**src/rtl/baudgen_pkg.sv**
```systemverilog
package baudgen_pkg;

    localparam int RATE_W        = 16;
    localparam int CTRL_RUN_BIT  = 7;
    localparam int CTRL_MODE_BIT = 12;

    typedef enum logic {
        GEN_DIVIDE = 1'b0,
        GEN_PHASE  = 1'b1
    } gen_mode_e;

    typedef enum logic {
        SEL_RATE = 1'b0,
        SEL_CTRL = 1'b1
    } wr_sel_e;

    typedef struct packed {
        logic              run;
        gen_mode_e         mode;
        logic [RATE_W-1:0] rate;
    } gen_cfg_t;

    function automatic gen_mode_e ctrl_mode(input logic [15:0] word);
        return gen_mode_e'(word[CTRL_MODE_BIT]);
    endfunction

    function automatic logic ctrl_run(input logic [15:0] word);
        return word[CTRL_RUN_BIT];
    endfunction

endpackage

```
**src/rtl/baudgen_regs.sv**
```systemverilog
module baudgen_regs
    import baudgen_pkg::*;
(
    input  logic              clk,
    input  logic              rst,
    input  logic              wr_en,
    input  wr_sel_e           wr_sel,
    input  logic [15:0]       wr_data,
    output gen_cfg_t          cfg_o,
    output logic              restart_o
);

    gen_cfg_t cfg_q;

    // Restart is taken in the same edge that loads the new value.
    always_comb begin
        restart_o = 1'b0;
        if (wr_en) begin
            if (wr_sel == SEL_RATE)
                restart_o = 1'b1;
            else if (ctrl_mode(wr_data) != cfg_q.mode)
                restart_o = 1'b1;
        end
    end

    always_ff @(posedge clk) begin
        if (rst) begin
            cfg_q.run  <= 1'b0;
            cfg_q.mode <= GEN_DIVIDE;
            cfg_q.rate <= '0;
        end else if (wr_en) begin
            if (wr_sel == SEL_RATE) begin
                cfg_q.rate <= wr_data[RATE_W-1:0];
            end else begin
                cfg_q.run  <= ctrl_run(wr_data);
                cfg_q.mode <= ctrl_mode(wr_data);
            end
        end
    end

    assign cfg_o = cfg_q;

    // configuration is cleared by reset
    a_r1_reset_cfg: assert property (@(posedge clk)
        rst |=> (!cfg_q.run && cfg_q.rate == '0 && cfg_q.mode == GEN_DIVIDE));

endmodule

```
**src/rtl/baudgen_div.sv**
```systemverilog
module baudgen_div #(
    parameter int W = 16
) (
    input  logic         clk,
    input  logic         rst,
    input  logic         en,
    input  logic         clear,
    input  logic [W-1:0] rate,
    output logic         tick_o
);

    logic [W-1:0] cnt_q;
    logic         tick_q;
    logic [W-1:0] last;

    assign last = rate - W'(1);

    always_ff @(posedge clk) begin
        if (rst || clear || !en || rate == '0) begin
            cnt_q  <= '0;
            tick_q <= 1'b0;
        end else if (cnt_q == last) begin
            cnt_q  <= '0;
            tick_q <= 1'b1;
        end else begin
            cnt_q  <= cnt_q + W'(1);
            tick_q <= 1'b0;
        end
    end

    assign tick_o = tick_q;

    a_r3_zero_rate_silent: assert property (@(posedge clk) disable iff (rst)
        (en && rate == '0) |=> !tick_q);

    a_r2_count_below_rate: assert property (@(posedge clk) disable iff (rst)
        (en && rate != '0) |-> (cnt_q < rate));

    a_r7_div_idle: assert property (@(posedge clk) disable iff (rst)
        !en |=> (cnt_q == '0 && !tick_q));

    a_r8_div_restart: assert property (@(posedge clk) disable iff (rst)
        clear |=> (cnt_q == '0 && !tick_q));

endmodule

```
**src/rtl/baudgen_acc.sv**
```systemverilog
module baudgen_acc #(
    parameter int W = 16
) (
    input  logic         clk,
    input  logic         rst,
    input  logic         en,
    input  logic         clear,
    input  logic [W-1:0] rate,
    output logic         tick_o
);

    logic [W-1:0] acc_q;
    logic         tick_q;
    logic [W:0]   sum;

    assign sum = {1'b0, acc_q} + {1'b0, rate};

    always_ff @(posedge clk) begin
        if (rst || clear || !en) begin
            acc_q  <= '0;
            tick_q <= 1'b0;
        end else begin
            acc_q  <= sum[W-1:0];
            tick_q <= sum[W];
        end
    end

    assign tick_o = tick_q;

    a_r9_acc_restart: assert property (@(posedge clk) disable iff (rst)
        clear |=> (acc_q == '0 && !tick_q));

    a_r7_acc_idle: assert property (@(posedge clk) disable iff (rst)
        !en |=> (acc_q == '0 && !tick_q));

    // a carry can only follow an enabled cycle with a nonzero rate
    a_r4_carry_needs_rate: assert property (@(posedge clk) disable iff (rst)
        tick_q |-> ($past(en) && $past(rate) != '0));

endmodule

```
**src/rtl/baudgen_top.sv**
```systemverilog
module baudgen_top
    import baudgen_pkg::*;
#(
    parameter int W = RATE_W
) (
    input  logic        clk,
    input  logic        rst,
    input  logic        wr_en,
    input  logic        wr_sel,
    input  logic [15:0] wr_data,
    output logic        tick_o
);

    gen_cfg_t cfg;
    logic     restart;
    logic     div_tick;
    logic     acc_tick;
    logic     div_en;
    logic     acc_en;

    baudgen_regs u_regs (
        .clk       (clk),
        .rst       (rst),
        .wr_en     (wr_en),
        .wr_sel    (wr_sel_e'(wr_sel)),
        .wr_data   (wr_data),
        .cfg_o     (cfg),
        .restart_o (restart)
    );

    assign div_en = cfg.run && (cfg.mode == GEN_DIVIDE);
    assign acc_en = cfg.run && (cfg.mode == GEN_PHASE);

    baudgen_div #(.W(W)) u_div (
        .clk    (clk),
        .rst    (rst),
        .en     (div_en),
        .clear  (restart),
        .rate   (cfg.rate[W-1:0]),
        .tick_o (div_tick)
    );

    baudgen_acc #(.W(W)) u_acc (
        .clk    (clk),
        .rst    (rst),
        .en     (acc_en),
        .clear  (restart),
        .rate   (cfg.rate[W-1:0]),
        .tick_o (acc_tick)
    );

    always_comb begin
        if (!cfg.run)
            tick_o = 1'b0;
        else if (cfg.mode == GEN_PHASE)
            tick_o = acc_tick;
        else
            tick_o = div_tick;
    end

    a_r6_engine_exclusive: assert property (@(posedge clk) disable iff (rst)
        $onehot0({div_tick, acc_tick}));

endmodule

```
**config.mk**
```make
export PLATFORM = sky130hd
export DESIGN_NAME = baudgen_top
export DESIGN_NICKNAME = d
export VERILOG_FILES = /design/src/rtl/baudgen_pkg.sv /design/src/rtl/baudgen_regs.sv /design/src/rtl/baudgen_div.sv /design/src/rtl/baudgen_acc.sv /design/src/rtl/baudgen_top.sv
export SDC_FILE = /design/constraint.sdc
export NUM_CORES = 1
export LEC_CHECK = 0
export BUFFER_PORTS_ARGS = -buffer_cell sky130_fd_sc_hd__buf_2
export CORE_ASPECT_RATIO = 2
export CORE_MARGIN = 3
export CORE_UTILIZATION = 61
export DETAILED_ROUTE_END_ITERATION = 10
export PLACE_DENSITY = 0.8
export SYNTH_ARGS = -nofsm -noshare
export SYNTH_HDL_FRONTEND = slang
export SYNTH_SLANG_ARGS = --single-unit
```
**constraint.sdc**
```tcl
create_clock -name clk -period 3.04 [get_ports clk]
set_input_delay 0.608 -clock clk [delete_from_list [all_inputs] [get_ports clk]]
set_output_delay 0.608 -clock clk [all_outputs]
set_load 0.02 [all_outputs]
```
# Yosys cells after proc, flatten, opt, wreduce, memory -nomap -nowiden
# Cells that the tools add are included.
# W data, S select, Z words.
[op_classes] bitwise_logic=2 n_mux=6 eq_ne=2 addsub=3 reduce_logical=12
[op_table] operator="$add A16 B16 Y17" n=1
[op_table] operator="$add A16 B1 Y16 const B" n=1
[op_table] operator="$eq A16 B16 Y1" n=1
[op_table] operator="$logic_not A16 Y1" n=1
[op_table] operator="$sub A16 B1 Y16 const B" n=1
[op_table] operator="$mux W1" n=6
[op_table] operator="$logic_or A1 B1 Y1" n=4
[op_table] operator="$reduce_and A2 Y1" n=2
[op_table] operator="$logic_and A1 B1 Y1" n=2
[op_table] operator="$logic_not A1 Y1" n=2
[op_table] operator="$not A1 Y1" n=2
[op_table] operator="$reduce_or A2 Y1" n=1
[op_table] operator="$ne A1 B1 Y1" n=1
[word_totals] output_inout_bits=1 word_cells=32 inputBits=20 register_bits=52

# Longest topological paths before layout
[logic_depth] ltp_word=8 mapped_depth=10 mapped_depth_nobuf=9

# By module
# Synthesis repeated with hierarchy kept, for this count alone.
[unflattened] hier_cells=403 hier_area_um2=3422.0
[modules_own_cells] mod="baudgen_div" cells_per_inst=172 instances=1 seq_area_each_um2=340.3 area_each_um2=1335.0
[modules_own_cells] mod="baudgen_acc" cells_per_inst=144 instances=1 seq_area_each_um2=340.3 area_each_um2=1261.2
[modules_own_cells] mod="baudgen_regs" cells_per_inst=83 instances=1 seq_area_each_um2=360.3 area_each_um2=793.3
[modules_own_cells] mod="baudgen_top" cells_per_inst=4 instances=1 seq_area_each_um2=0.0 area_each_um2=32.5

# Worst setup path before layout
# OpenSTA, ideal clock, no wires.
[synth_timing] kind="flip-flop to flip-flop" from="reg u_regs.cfg_o[1] (netlist name)" to="reg u_div.cnt_q[10]" setup_ns=0.146 arrival_time_ns=2.364 synth_period_minus_slack_ns=2.511 n_path_buf=2 path_slack_ns=0.529 t_required_ns=2.894 path_stages_with_launch=11 path_cell_list="dfxtp_1 > inv_1 > ha_1 > or3b_1 > or4_1 > a22oi_1 > and3_1 > and4_1 > buf_6 > buf_12 > nor3_1"
[synth_via] elab_chain_cells=3 word_cells_on_any_way=5 classes_between="add/sub: 1; eq/ne: 1; reduce/logical: 3"
[synth_lines] element="$sub A16 B1 Y16 / $logic_not A16 Y1 (equally long branches)" line="baudgen_div.sv:16, baudgen_div.sv:19"
[synth_lines] element="$eq A16 B16 Y1 / $logic_or A1 B1 Y1 (equally long branches)" line="baudgen_div.sv:22, baudgen_div.sv:19"
[synth_lines] element="$reduce_or A2 Y1 (no source line) (*)"
[synth_lines] element="end signal: assignment" line="baudgen_div.sv:26" source="cnt_q <= cnt_q + W'(1);"
[synth_lines] element="end: declaration" line="baudgen_div.sv:12" source="logic [W-1:0] cnt_q;"
# Every way passes the cells marked *; elsewhere a longest branch is shown, timed or not.
# A chain may end at the register's enable or synchronous reset.

# Final worst setup path
[layout_timing] from="reg u_regs.cfg_o[1] (netlist name)" to="reg u_div.cnt_q[1]"
[layout_via] elab_chain_cells=3 word_cells_on_any_way=5 classes_between="add/sub: 1; eq/ne: 1; reduce/logical: 3"
[layout_lines] element="$sub A16 B1 Y16 / $logic_not A16 Y1 (equally long branches)" line="baudgen_div.sv:16, baudgen_div.sv:19"
[layout_lines] element="$eq A16 B16 Y1 / $logic_or A1 B1 Y1 (equally long branches)" line="baudgen_div.sv:22, baudgen_div.sv:19"
[layout_lines] element="$reduce_or A2 Y1 (no source line) (*)"
# Marked as above.

==> flow_results.org <==
** Status
- The run finished with clean final reports.

** Yosys
- Portion of synthesized cell area occupied by the leading cell type :: 32.0%
- Combined area of all synthesized cells :: approximately 0.0032 sq mm
- After synthesis, the mean cell area works out to between 8 and 9 sq um.
- Largest cells by area after synthesis :: sky130_fd_sc_hd__dfxtp_1 32%, sky130_fd_sc_hd__ha_1 6.9%, sky130_fd_sc_hd__nand2_1 5.7%, sky130_fd_sc_hd__a21oi_1 5.1%, sky130_fd_sc_hd__xnor2_1 4.9%
- Share of synthesized flip-flops with an asynchronous set or reset :: 0%
- Number of warnings issued by yosys :: 0
- After synthesis, the most frequently instantiated cells are 52 x sky130_fd_sc_hd__dfxtp_1, 49 x sky130_fd_sc_hd__nand2_1, 33 x sky130_fd_sc_hd__a21oi_1.
- Most frequently used cell type in the post-synthesis netlist :: sky130_fd_sc_hd__dfxtp_1
- The most used flip-flop cell after synthesis is sky130_fd_sc_hd__dfxtp_1.
- Cells after Synth :: a little under 400
- In this run, synthesis produced a sequential element count of 52.
- The share of the Yosys chip area taken by registers is about a third.
- Number of synthesized flops with an enable pin :: 0
- Post-synth cell types :: 54
- Post-Synthesis Net Count :: between 400 and 500
- Biggest area consumer among synthesized cells :: sky130_fd_sc_hd__dfxtp_1

** Die
- Floorplan die height :: between 100 and 150 um
- The floorplan step set the die width to 57.6 um.
- The die covers between 0.006 and 0.007 sq mm.
- Starting density of the core :: around 63%
- Core Rows :: 37
- Number of primary I/O pins :: 21
- After floorplanning, the core was sized to cover ~0.0051 sq mm.

** Global routing
- Number of antenna violations at the first check in global routing :: 0
- The first global-routing pass estimated around 12000 um of wire.
- Summed over all layers, the global routing overflow is 0.
- Entering global routing, the biggest net connects 21 pins.
- Total global-route track usage :: 25.1%
- The number of global-route vias before repair was about 2.8k.

** Placed design
- Number of buffers added on ports :: 20
- Placement-stage worst setup slack :: around 320 ps
- After legalization and detailed placement, the total HPWL measured around 5800 um.
- Gpl congestion :: between 0.8 and 0.9

** Worst setup path
- Arrival time at the worst endpoint :: between 2000 and 3000 ps
- In this run the worst path has a maximum fanout of 16.
- Critical Path Start Type :: register
- Setup Crit Path Kind :: reg2reg
- Element type at the critical path end :: register
- Data required time of the worst path :: about 3200 ps

** Route
- Count of routing violations after the opening detailed-route iteration :: between 90 and 100
- Detailed-router iteration count before antenna repair :: 4
- After detailed routing, the average wire length per cell comes to 15.8 um.
- For this run, design rule violations remaining after detail routing come to 0.
- Dividing the detail-routed via count by the number of cells gives a little over 6.
- The routed layout has around 2.8k vias.
- Final wirelength :: ~7400 um
- Remaining number of nets flagged by the antenna check after routing :: 0

** STA
- Static timing analysis puts the maximum clock frequency at 356 MHz.
- Worst-margin pin slew :: roughly 1100 ps
- The final number of hold-violating endpoints came to 0.
- Final Max Tran Viols :: 0
- For the final database, setup skew stands at roughly 8.6 ps.
- Setup violations remaining at the end of the flow were counted as 0.
- Setup repair after global routing left no endpoint under its margin.
- Fin crit period :: around 2800 ps
- Headroom to the max-slew limit came out at between 20% and 30%.
- Setup total negative slack on the finished layout was measured at 0 ps.
- Final period util :: between 90% and 100%
- Worst setup slack after layout :: ~230 ps

** Layout
- Measured on the finished design, the core utilization comes to 67.3%.
- Count of filler cells inserted in the layout :: 439
- The area growth from synthesis to layout is 6.47%.
- The sequential cells in the finished layout cover a total of 0.00104 sq mm.
- Antenna Diode Count :: 0
- At the end of the flow, the number of nets in the layout was about 450.
- Share of cells above drive strength 1 :: a little under an eighth
- Multi-input gate area in the final layout :: slightly above 0.002 sq mm

** Pwr
- Power density of the placed cells :: ~370 mW/mm^2
- Maximum VDD drop :: approximately 430 uV
- Summed over all cells, the static leakage comes to ~1.4 nW.

** Job
- Number of maximum-capacitance violations :: 0

** Clocking
- Quantity of hold-fixing buffers added after cts :: 0
- Clock Root Buffer :: sky130_fd_sc_hd__clkbuf_8
- Buffers added to address setup during post-CTS repair amount to 0.
- Clock Tree Buf Depth :: 2
- Worst skew pair latency :: around 310 ps
- TritonCTS created 5 clock buffers.
- Clock-pin slew was measured on the worst setup and hold paths at about 100 ps.
- Gates resized during post-CTS repair numbered 0.
- Clock sink count :: 52
- CTS built an H-tree with a depth of 2.
- Clock tree from TritonCTS :: done

** Hold path
- Min-delay worst type :: reg2reg
==> report_power, final <==
part / internal, W / leakage [nW] / switching [W]
combinational: 0.0000750 / 0.892 / 0.0000939
sequential: 0.000692 / 0.421 / 0.0000230
clock: 0.000182 / 0.0510 / 0.000229
total: 0.000949 / 1.36 / 0.000346
==> path summary, 6_finish.rpt <==
path	start	endpoint	slack, ps	depth (start not counted)
hold / removal	u_regs.cfg_o[17]	u_regs.cfg_o[17]	500	2
setup / recovery	u_regs.cfg_o[1]	u_div.cnt_q[1]	230	9
setup reg to reg	u_regs.cfg_o[1]	u_div.cnt_q[1]	230	9
hold reg to reg	u_regs.cfg_o[17]	u_regs.cfg_o[17]	500	2
==> through the flow <==
step                hold slack (ps)  power (W)  cells  cell area, sq um
detailed placement              493   0.000898    458              3370
global route                    518    0.00135    466              3460
finish                          501    0.00130    466              3460
global placement                489   0.000893    458              3370
floorplan                       453   0.000846    391              3250
CTS                             505    0.00130    466              3460
==> cell usage in the layout (no fill, tap or decap), drive strengths merged, types with 4 or more instances in the layout <==
cell type,n
nand2,49
xor2,16
nand2b,4
o21bai,4
a21oi,33
buf,25
and2,4
dfxtp,52
or4,5
a21o,7
nand3,20
clkbuf,6
o21ai,11
nor2,15
ha,18
o21a,4
and3,8
xnor2,18
inv,12
nor3,29
mux2i,5
nor2b,6
nand3b,4
nand4,10
==> per-layer routing <==
layer	GRT usage, %	part of all wire, %
met3	4.15	2.8
met1	25.3	38
met4	11.1	3.2
met5	0	0
met2	48.1	56
==> registers in the layout, indices dropped and copies added, names as in the netlist <==
register      count
u_div.cnt_q      16
u_div.tick_o      1
u_regs.cfg_o     18
u_acc.acc_q      16
u_acc.tick_o      1
==> final cells by class <==
| class | count | area share (%) |
|---|---|---|
| sequential | 52 | 30.1 |
| timing repair buffer | 25 | 3.98 |
| clock buffer | 6 | 2.39 |
| multi-input combinational | 311 | 59.9 |
| clock inverter | 2 | 0.289 |
| tap | 58 | 2.10 |
| inverter | 12 | 1.30 |
==> worst max-delay path, stage by stage (launching register included) <==
cell and delay (ps):
sky130_fd_sc_hd__dfxtp_1 370, sky130_fd_sc_hd__inv_1 120, sky130_fd_sc_hd__ha_1 240, sky130_fd_sc_hd__or3b_1 440
sky130_fd_sc_hd__or4_1 540, sky130_fd_sc_hd__a22oi_1 200, sky130_fd_sc_hd__and3_1 200, sky130_fd_sc_hd__and4_1 210
sky130_fd_sc_hd__buf_4 250, sky130_fd_sc_hd__nor3b_1 80
==> kinds of logic after synthesis <==
kind of cell	Yosys count	share of synthesized area, %
and+or+nand+nor	172	28.7
DFF	52	32.0
AOI/OAI and AO/OA	80	16.1
adders and majority gates	19	7.55
buffers and inverters	28	4.58
muxes	6	1.89
xor gates and xnor gates	34	9.16
Note: power is estimated with default switching activity, not from simulation.
